<file path="config.mk">
export PLATFORM = sky130hd
export DESIGN_NAME = vgen_access_ctrl
export DESIGN_NICKNAME = d
export VERILOG_FILES = /design/src/rtl/vgen_pkg.sv /design/src/rtl/vgen_dec_lvl1.sv /design/src/rtl/vgen_dec_upper.sv /design/src/rtl/vgen_bank.sv /design/src/rtl/vgen_access_ctrl.sv
export SDC_FILE = /design/constraint.sdc
export NUM_CORES = 1
export LEC_CHECK = 0
export BUFFER_PORTS_ARGS = -buffer_cell sky130_fd_sc_hd__buf_2
export CELL_PAD_IN_SITES_DETAIL_PLACEMENT = 1
export CELL_PAD_IN_SITES_GLOBAL_PLACEMENT = 1
export CORE_ASPECT_RATIO = 1.1
export CORE_MARGIN = 2
export CORE_UTILIZATION = 19
export DETAILED_ROUTE_END_ITERATION = 6
export PLACE_DENSITY_LB_ADDON = 0.1
export SLEW_MARGIN = 25
export SYNTH_ARGS = -nofsm -noshare
export SYNTH_HDL_FRONTEND = slang
export SYNTH_SLANG_ARGS = --single-unit
</file>
<file path="constraint.sdc">
create_clock -name clk -period 1.1 [get_ports clk]
set_input_delay 0.11 -clock clk [delete_from_list [all_inputs] [get_ports clk]]
set_output_delay 0.11 -clock clk [all_outputs]
set_load 0.01 [all_outputs]
</file>
<file path="src/rtl/vgen_pkg.sv">
package vgen_pkg;

    // Outcome kinds; each value is also the bit index in the one-hot outcome.
    typedef enum logic [2:0] {
        K_ACCESS   = 3'd0,
        K_UNDEF    = 3'd1,
        K_TRAP_L2W = 3'd2,
        K_TRAP_L2H = 3'd3,
        K_TRAP_L3W = 3'd4,
        K_TRAP_MON = 3'd5
    } kind_e;

    localparam int unsigned NUM_KINDS  = 6;
    localparam int unsigned NUM_COPIES = 3;

    typedef enum logic [1:0] {
        C_VIRT = 2'd0,
        C_SEC  = 2'd1,
        C_NSEC = 2'd2
    } copy_e;

    typedef struct packed {
        kind_e kind;
        copy_e copy;
    } verdict_t;

    function automatic logic carries_syndrome(kind_e k);
        return (k == K_TRAP_L2W) || (k == K_TRAP_L2H) || (k == K_TRAP_L3W);
    endfunction

endpackage

</file>
<file path="src/rtl/vgen_dec_lvl1.sv">
module vgen_dec_lvl1
    import vgen_pkg::*;
(
    input  logic     lvl2_on,
    input  logic     lvl2_narrow,
    input  logic     lvl3_on,
    input  logic     lvl3_narrow,
    input  logic     monitor_mode,
    input  logic     cp_reg_trap,
    input  logic     sre_lvl1,
    input  logic     trap_all_g1,
    input  logic     virq_route,
    input  logic     irq_to_lvl3,
    input  logic     nonsecure,
    output verdict_t verdict
);

    kind_e l2_trap;

    always_comb begin
        l2_trap = lvl2_narrow ? K_TRAP_L2H : K_TRAP_L2W;
        verdict = '{kind: K_ACCESS, copy: C_NSEC};
        if (lvl2_on && cp_reg_trap) begin
            verdict.kind = l2_trap;
        end else if (!sre_lvl1) begin
            verdict.kind = K_UNDEF;
        end else if (lvl2_on && trap_all_g1) begin
            verdict.kind = l2_trap;
        end else if (lvl2_on && virq_route) begin
            verdict.copy = C_VIRT;
        end else if (lvl3_on && irq_to_lvl3 && !lvl3_narrow) begin
            verdict.kind = K_TRAP_L3W;
        end else if (lvl3_on && irq_to_lvl3 && !monitor_mode) begin
            verdict.kind = K_TRAP_MON;
        end else if (lvl3_on) begin
            verdict.copy = nonsecure ? C_NSEC : C_SEC;
        end else begin
            verdict.copy = C_NSEC;  // single physical copy lives in non-secure storage
        end
    end

endmodule

</file>
<file path="src/rtl/vgen_dec_upper.sv">
module vgen_dec_upper
    import vgen_pkg::*;
(
    input  logic     at_lvl3,
    input  logic     sre_lvl2,
    input  logic     sre_lvl3,
    input  logic     lvl3_on,
    input  logic     lvl3_narrow,
    input  logic     irq_to_lvl3,
    input  logic     nonsecure,
    output verdict_t verdict
);

    always_comb begin
        verdict = '{kind: K_ACCESS, copy: C_NSEC};
        if (at_lvl3) begin
            if (!sre_lvl3) begin
                verdict.kind = K_UNDEF;
            end else begin
                verdict.copy = nonsecure ? C_NSEC : C_SEC;
            end
        end else begin
            if (!sre_lvl2) begin
                verdict.kind = K_UNDEF;
            end else if (lvl3_on && irq_to_lvl3) begin
                verdict.kind = lvl3_narrow ? K_TRAP_MON : K_TRAP_L3W;
            end else begin
                verdict.copy = C_NSEC;
            end
        end
    end

endmodule

</file>
<file path="src/rtl/vgen_bank.sv">
module vgen_bank
    import vgen_pkg::*;
(
    input  logic                  clk,
    input  logic                  rst_n,
    input  logic                  wr_en,
    input  copy_e                 wr_sel,
    input  logic                  wr_bit,
    output logic [NUM_COPIES-1:0] flags
);

    logic [NUM_COPIES-1:0] flags_d;
    logic [NUM_COPIES-1:0] flags_q;

    for (genvar g = 0; g < NUM_COPIES; g++) begin : g_copy
        assign flags_d[g] = (wr_en && (int'(wr_sel) == g)) ? wr_bit : flags_q[g];
    end

    always_ff @(posedge clk) begin
        if (!rst_n) begin
            flags_q <= '0;
        end else begin
            flags_q <= flags_d;
        end
    end

    assign flags = flags_q;

    // without a served write no stored flag moves
    a_r10_flags_hold: assert property (@(posedge clk) disable iff (!rst_n)
        !wr_en |=> $stable(flags_q));

    // a served write changes at most one copy
    a_r11_single_copy: assert property (@(posedge clk) disable iff (!rst_n)
        wr_en |=> $countones(flags_q ^ $past(flags_q)) <= 1);

endmodule

</file>
<file path="src/rtl/vgen_access_ctrl.sv">
module vgen_access_ctrl
    import vgen_pkg::*;
#(
    parameter int unsigned REG_W     = 32,
    parameter int unsigned SYND_W    = 6,
    parameter int unsigned SYND_TRAP = 3
) (
    input  logic                 clk,
    input  logic                 rst_n,
    input  logic                 req,
    input  logic                 req_wr,
    input  logic [REG_W-1:0]     req_wdata,
    input  logic [1:0]           cur_lvl,
    input  logic                 lvl2_on,
    input  logic                 lvl2_narrow,
    input  logic                 lvl3_on,
    input  logic                 lvl3_narrow,
    input  logic                 monitor_mode,
    input  logic                 cp_reg_trap,
    input  logic                 sre_lvl1,
    input  logic                 sre_lvl2,
    input  logic                 sre_lvl3,
    input  logic                 trap_all_g1,
    input  logic                 virq_route,
    input  logic                 irq_to_lvl3,
    input  logic                 nonsecure,
    output logic [REG_W-1:0]     rd_data,
    output logic [NUM_KINDS-1:0] outcome,
    output logic [SYND_W-1:0]    syndrome,
    output logic                 en_virt,
    output logic                 en_sec,
    output logic                 en_nsec
);

    localparam logic [SYND_W-1:0] SYND_CODE = SYND_W'(SYND_TRAP);

    typedef struct packed {
        logic [NUM_KINDS-1:0] outcome;
        logic [SYND_W-1:0]    syndrome;
        logic [REG_W-1:0]     rd_data;
    } resp_t;

    verdict_t v_l1, v_up, v_sel;
    resp_t    resp_d, resp_q;
    logic [NUM_COPIES-1:0] flags;
    logic     sel_bit;
    logic     wr_en;
    logic     wdata_unused;

    assign wdata_unused = ^req_wdata[REG_W-1:1];

    vgen_dec_lvl1 u_dec_lvl1 (
        .lvl2_on      (lvl2_on),
        .lvl2_narrow  (lvl2_narrow),
        .lvl3_on      (lvl3_on),
        .lvl3_narrow  (lvl3_narrow),
        .monitor_mode (monitor_mode),
        .cp_reg_trap  (cp_reg_trap),
        .sre_lvl1     (sre_lvl1),
        .trap_all_g1  (trap_all_g1),
        .virq_route   (virq_route),
        .irq_to_lvl3  (irq_to_lvl3),
        .nonsecure    (nonsecure),
        .verdict      (v_l1)
    );

    vgen_dec_upper u_dec_upper (
        .at_lvl3     (cur_lvl == 2'd3),
        .sre_lvl2    (sre_lvl2),
        .sre_lvl3    (sre_lvl3),
        .lvl3_on     (lvl3_on),
        .lvl3_narrow (lvl3_narrow),
        .irq_to_lvl3 (irq_to_lvl3),
        .nonsecure   (nonsecure),
        .verdict     (v_up)
    );

    always_comb begin
        unique case (cur_lvl)
            2'd0:    v_sel = '{kind: K_UNDEF, copy: C_NSEC};
            2'd1:    v_sel = v_l1;
            default: v_sel = v_up;
        endcase

        case (v_sel.copy)
            C_VIRT:  sel_bit = flags[0];
            C_SEC:   sel_bit = flags[1];
            default: sel_bit = flags[2];
        endcase

        wr_en = req && req_wr && (v_sel.kind == K_ACCESS);

        resp_d = '0;
        if (req) begin
            resp_d.outcome[v_sel.kind] = 1'b1;
            if (carries_syndrome(v_sel.kind)) begin
                resp_d.syndrome = SYND_CODE;
            end
            if (!req_wr && (v_sel.kind == K_ACCESS)) begin
                resp_d.rd_data = {{(REG_W-1){1'b0}}, sel_bit};
            end
        end
    end

    always_ff @(posedge clk) begin
        if (!rst_n) begin
            resp_q <= '0;
        end else begin
            resp_q <= resp_d;
        end
    end

    vgen_bank u_bank (
        .clk    (clk),
        .rst_n  (rst_n),
        .wr_en  (wr_en),
        .wr_sel (v_sel.copy),
        .wr_bit (req_wdata[0]),
        .flags  (flags)
    );

    assign rd_data  = resp_q.rd_data;
    assign outcome  = resp_q.outcome;
    assign syndrome = resp_q.syndrome;
    assign en_virt  = flags[0];
    assign en_sec   = flags[1];
    assign en_nsec  = flags[2];

    // level-0 requests are refused
    a_r3_lvl0_undef: assert property (@(posedge clk) disable iff (!rst_n)
        (req && cur_lvl == 2'd0) |=> outcome == NUM_KINDS'(1 << int'(K_UNDEF)));

    // the coprocessor trap outranks every other level-1 check
    a_r4_cp_first: assert property (@(posedge clk) disable iff (!rst_n)
        (req && cur_lvl == 2'd1 && lvl2_on && cp_reg_trap)
            |=> (outcome[K_TRAP_L2W] || outcome[K_TRAP_L2H]));

    // level 3 with its interface disabled is refused
    a_r9_lvl3_undef: assert property (@(posedge clk) disable iff (!rst_n)
        (req && cur_lvl == 2'd3 && !sre_lvl3) |=> outcome[K_UNDEF]);

    // one-hot after a strobe, silent otherwise
    a_r11_onehot: assert property (@(posedge clk) disable iff (!rst_n)
        req |=> $onehot(outcome));
    a_r11_idle: assert property (@(posedge clk) disable iff (!rst_n)
        !req |=> outcome == '0);

    // syndrome only accompanies the trap kinds that carry one
    a_r5_syndrome: assert property (@(posedge clk) disable iff (!rst_n)
        (outcome[K_TRAP_L2W] || outcome[K_TRAP_L2H] || outcome[K_TRAP_L3W])
            |-> syndrome == SYND_CODE);

    // refused results carry no data; upper bits never set
    a_r10_no_data: assert property (@(posedge clk) disable iff (!rst_n)
        !outcome[K_ACCESS] |-> rd_data == '0);
    a_r1_upper_zero: assert property (@(posedge clk) disable iff (!rst_n)
        rd_data[REG_W-1:1] == '0);

endmodule

</file>
==> run summary <==
Setup path
* 3 — peak fanout along the critical path
* flip-flop — critical path capture point type
* rd_data[0] — endpoint of the lowest-slack register-to-register path
* buf_6 > buf_6 > and3_4 > a31o_4 > a222oi_1 > nor4_2 — worst path cell trace
* primary input — category of the worst setup path launch point
* u_bank.flags[0] — worst flop-to-flop path startpoint
* 0.37 ns — stage delay of the slowest cell on the critical path
* in2reg — worst setup path class
* 1.17 ns — Arr. time, crit path
* 2 — path depth of the worst reg2reg path
* sky130_fd_sc_hd__buf_6 — Most common cell on crit path
* 1.20 ns — CP Data Required Time
* 0.14 ns — reg-to-reg slack, setup
* sky130_fd_sc_hd__a222oi_1 — standard cell with the maximum stage delay on the critical path

STA
* true — RSZ-0062 raised after global routing
* 0 — final setup violating endpoints
* 0 — count of pins over their slew limit
* 1.067 ns — minimum clock period after layout
* 0.9376 GHz — FMAX
* 0.005790 ns — worst-case clock skew
* 0 — Final Hold Vio Count
* 96.95% — period utilisation layout

Global route
* 8.506% — global-route usage over all layers
* 742 — number of global-route vias before repair
* 0 — antenna violations before repair
* 0 — residual overflow from global routing
* 2.242% — global routing usage on met3
* 7 — maximum number of pins on one net before global-route repair
* met2 — GR peak layer
* 16.07% — met2 Usage GRT
* 9.074% — met1 Track Usage GR
* 3.256 mm — global-route wire length before repair

Floorplan
* 5093 sq um — Total Die Area
* 19.97% — starting density of the core
* 68.23 um — die width
* 74.65 um — die height
* 25 — number of placement rows
* 4317 sq um — floorplan core area
* 98 — Ports

CTS
* 0.05 ns — clock-pin slew on the worst setup and hold paths
* yes — CTS tree
* 11 — number of clock sinks
* 0 — hold bufs inserted after CTS
* 1 — CTS H-Tree Depth
* sky130_fd_sc_hd__clkbuf_8 — master cell of the clock root buffer
* 2 — maximum number of buffers from clock root to sink
* 3 — clock buffer count from CTS
* 0.23 ns — clock network latency to the later pin of the worst-skew pair

Route
* 0 — number of design rule violations left after detail routing
* 17 — drt first-iter violations
* 779 — vias after detailed routing
* 3.819 — Vias per Instance
* 0 — ANT nets after route
* 2.153 mm — overall routed net length
* 10.55 um — post-DR wirelength/cell
* 4 — length of the first detailed-routing pass in iterations

Place
* 0.7516 — RePlAce Congestion
* 1.899 mm — dpl hpwl
* 31 — number of port buffers

Synth
* 11 — post-synthesis register bit count
* sky130_fd_sc_hd__buf_4 — most common cell in the synthesized netlist
* sky130_fd_sc_hd__dfxtp_1 — ys flop type
* 36 x sky130_fd_sc_hd__buf_4, 11 x sky130_fd_sc_hd__dfxtp_1, 9 x sky130_fd_sc_hd__nor2_1, 8 x sky130_fd_sc_hd__nand2_1 — list of most frequent post-synthesis cells
* sky130_fd_sc_hd__buf_4 31%, sky130_fd_sc_hd__dfxtp_1 26%, sky130_fd_sc_hd__nor2_1 3.9% — most area-consuming cells after synthesis
* 0% — proportion of register bits with asynchronous set or reset after synthesis
* 34 — distinct cell type count of the synthesized netlist
* 31.35% — top cell type's share of synthesized area
* 0 — count of yosys warnings during synthesis
* 862.1 sq um — cell area after technology mapping
* 8.210 sq um — post-synthesis area per instance
* sky130_fd_sc_hd__buf_4 — cell taking the most area after synthesis
* 25.54% — share of synthesized area occupied by flip-flops and latches
* 0 — number of enable-type register cells in the synthesized netlist
* 105 — synthesized netlist cell count

Finish
* 202 — NumNets Final
* 27.04% — final standard cell utilization of the core
* 541 — fill count
* 35.41% — Syn-to-layout area delta
* 40.00% — proportion of layout cells with a drive suffix above 1
* 0 — count of antenna diodes in the layout

Status
* finished clean — run status

Power
* 26.2% — combinational fraction of design power
* 0.0004385 V — Max IR drop VDD
* 313.2 uW — switching power summed over all nets
* 36.4% — Clk pwr share
* 37.4% — part of the power in registers
* 935.4 nW/um^2 — power density over the cells
* 28.68% — switching share of total power
* 1092 uW — post-layout total power
* 0.0005668 uW — Static Leakage
* 778.7 uW — Power Internal

Worst hold path
* rd_data[0] — endpoint of the worst hold-timing path
* 2 — number of stages on the worst hold path
* req_wr — worst hold path startpoint
* in2reg — Hold Path Class

Run
* 0 — total of max-cap violations

==> placed cells by master, fill, tap and decap left out, types with 2 or more instances in the layout <==
master	netlist	final
sky130_fd_sc_hd__nor4_1	2	2
sky130_fd_sc_hd__nand3b_1	2	2
sky130_fd_sc_hd__inv_1	2	2
sky130_fd_sc_hd__nand2_1	8	8
sky130_fd_sc_hd__mux2i_1	3	3
sky130_fd_sc_hd__buf_2	0	26
sky130_fd_sc_hd__buf_4	36	12
sky130_fd_sc_hd__nor2b_1	3	2
sky130_fd_sc_hd__conb_1	1	35
sky130_fd_sc_hd__clkbuf_8	0	3
sky130_fd_sc_hd__nor2_1	9	9
sky130_fd_sc_hd__nand3_1	3	3
sky130_fd_sc_hd__buf_6	0	4
sky130_fd_sc_hd__dfxtp_1	11	11
==> sequential cells by signal, indices dropped and copies added (netlist names) <==
signal        cells
syndrome          1
rd_data           1
u_bank.flags      3
outcome           6
==> repair_timing <==
item,in CTS,in global routing
buffers inserted,0,2
resized for setup,7,18
pin swaps,4,9
endpoints found under the setup margin,1,3
==> logic make-up after synthesis <==
kind of cell	count (synthesis)	share of synthesized area, %
buf+inv	39	32.66
simple gates	34	21.04
compound gates	17	16.84
flops	11	25.54
mux	3	3.483
other cells	1	0.4350
==> worst max path at each step <==
| stage | start | endpoint | cells past startpoint |
|---|---|---|---|
| 6_report | sre_lvl1 | rd_data[0] | 6 |
| 5_1_grt | lvl3_narrow | rd_data[0] | 6 |
| 4_1_cts | sre_lvl1 | rd_data[0] | 6 |
| 3_5_place_dp | lvl2_on | rd_data[0] | 6 |
| 3_3_place_gp | lvl2_on | rd_data[0] | 6 |
| 2_1_floorplan | cur_lvl[0] | rd_data[0] | 5 |
==> power by group through the flow <==
| stage | clock network, uW | logic [uW] | registers (uW) |
|---|---|---|---|
| floorplan | 0 | 225 | 420 |
| detailed placement | 0 | 244 | 416 |
| finish | 398 | 286 | 408 |
| global route | 434 | 319 | 408 |
| global placement | 0 | 244 | 416 |
| CTS | 414 | 254 | 408 |
==> critical path: cells and delay by family <==
kind	cells	cell delay (ns)
buffers and inverters	2	0.21
and+or+nand+nor	2	0.25
AOI/OAI and AO/OA	2	0.60
==> layer usage <==
metal | routed length [um] | share of wire (%)
met4 | 19 | 0.88
met3 | 164 | 7.6
met5 | 0 | 0
met2 | 1131 | 53
met1 | 838 | 39
==> layout make-up <==
class                   count  area (sq um)  area share, %
well taps                  54         67.56          5.788
clock buffers               4         45.04          3.859
inverters                   3         11.26         0.9646
multi-input cells          89         543.0          46.52
flip-flops and latches     11         220.2          18.86
repair buffers             43         280.3          24.01
==> metrics by stage <==
stage	area (sq um)	TNS [ns]	setup slack, ns	cells	hold WS (ns)
2_1_floorplan	989.7	0	0.01328	139	0.1810
3_3_place_gp	1017	-1.759	-0.2814	198	0.3195
3_5_place_dp	1017	-1.879	-0.2715	198	0.3255
4_1_cts	1086	0	0.008614	202	0.06942
5_1_grt	1167	-0.04781	-0.02423	204	0.08412
6_report	1167	0	0.03350	204	0.08720
No activity file was read; power rests on OpenSTA's default activity.
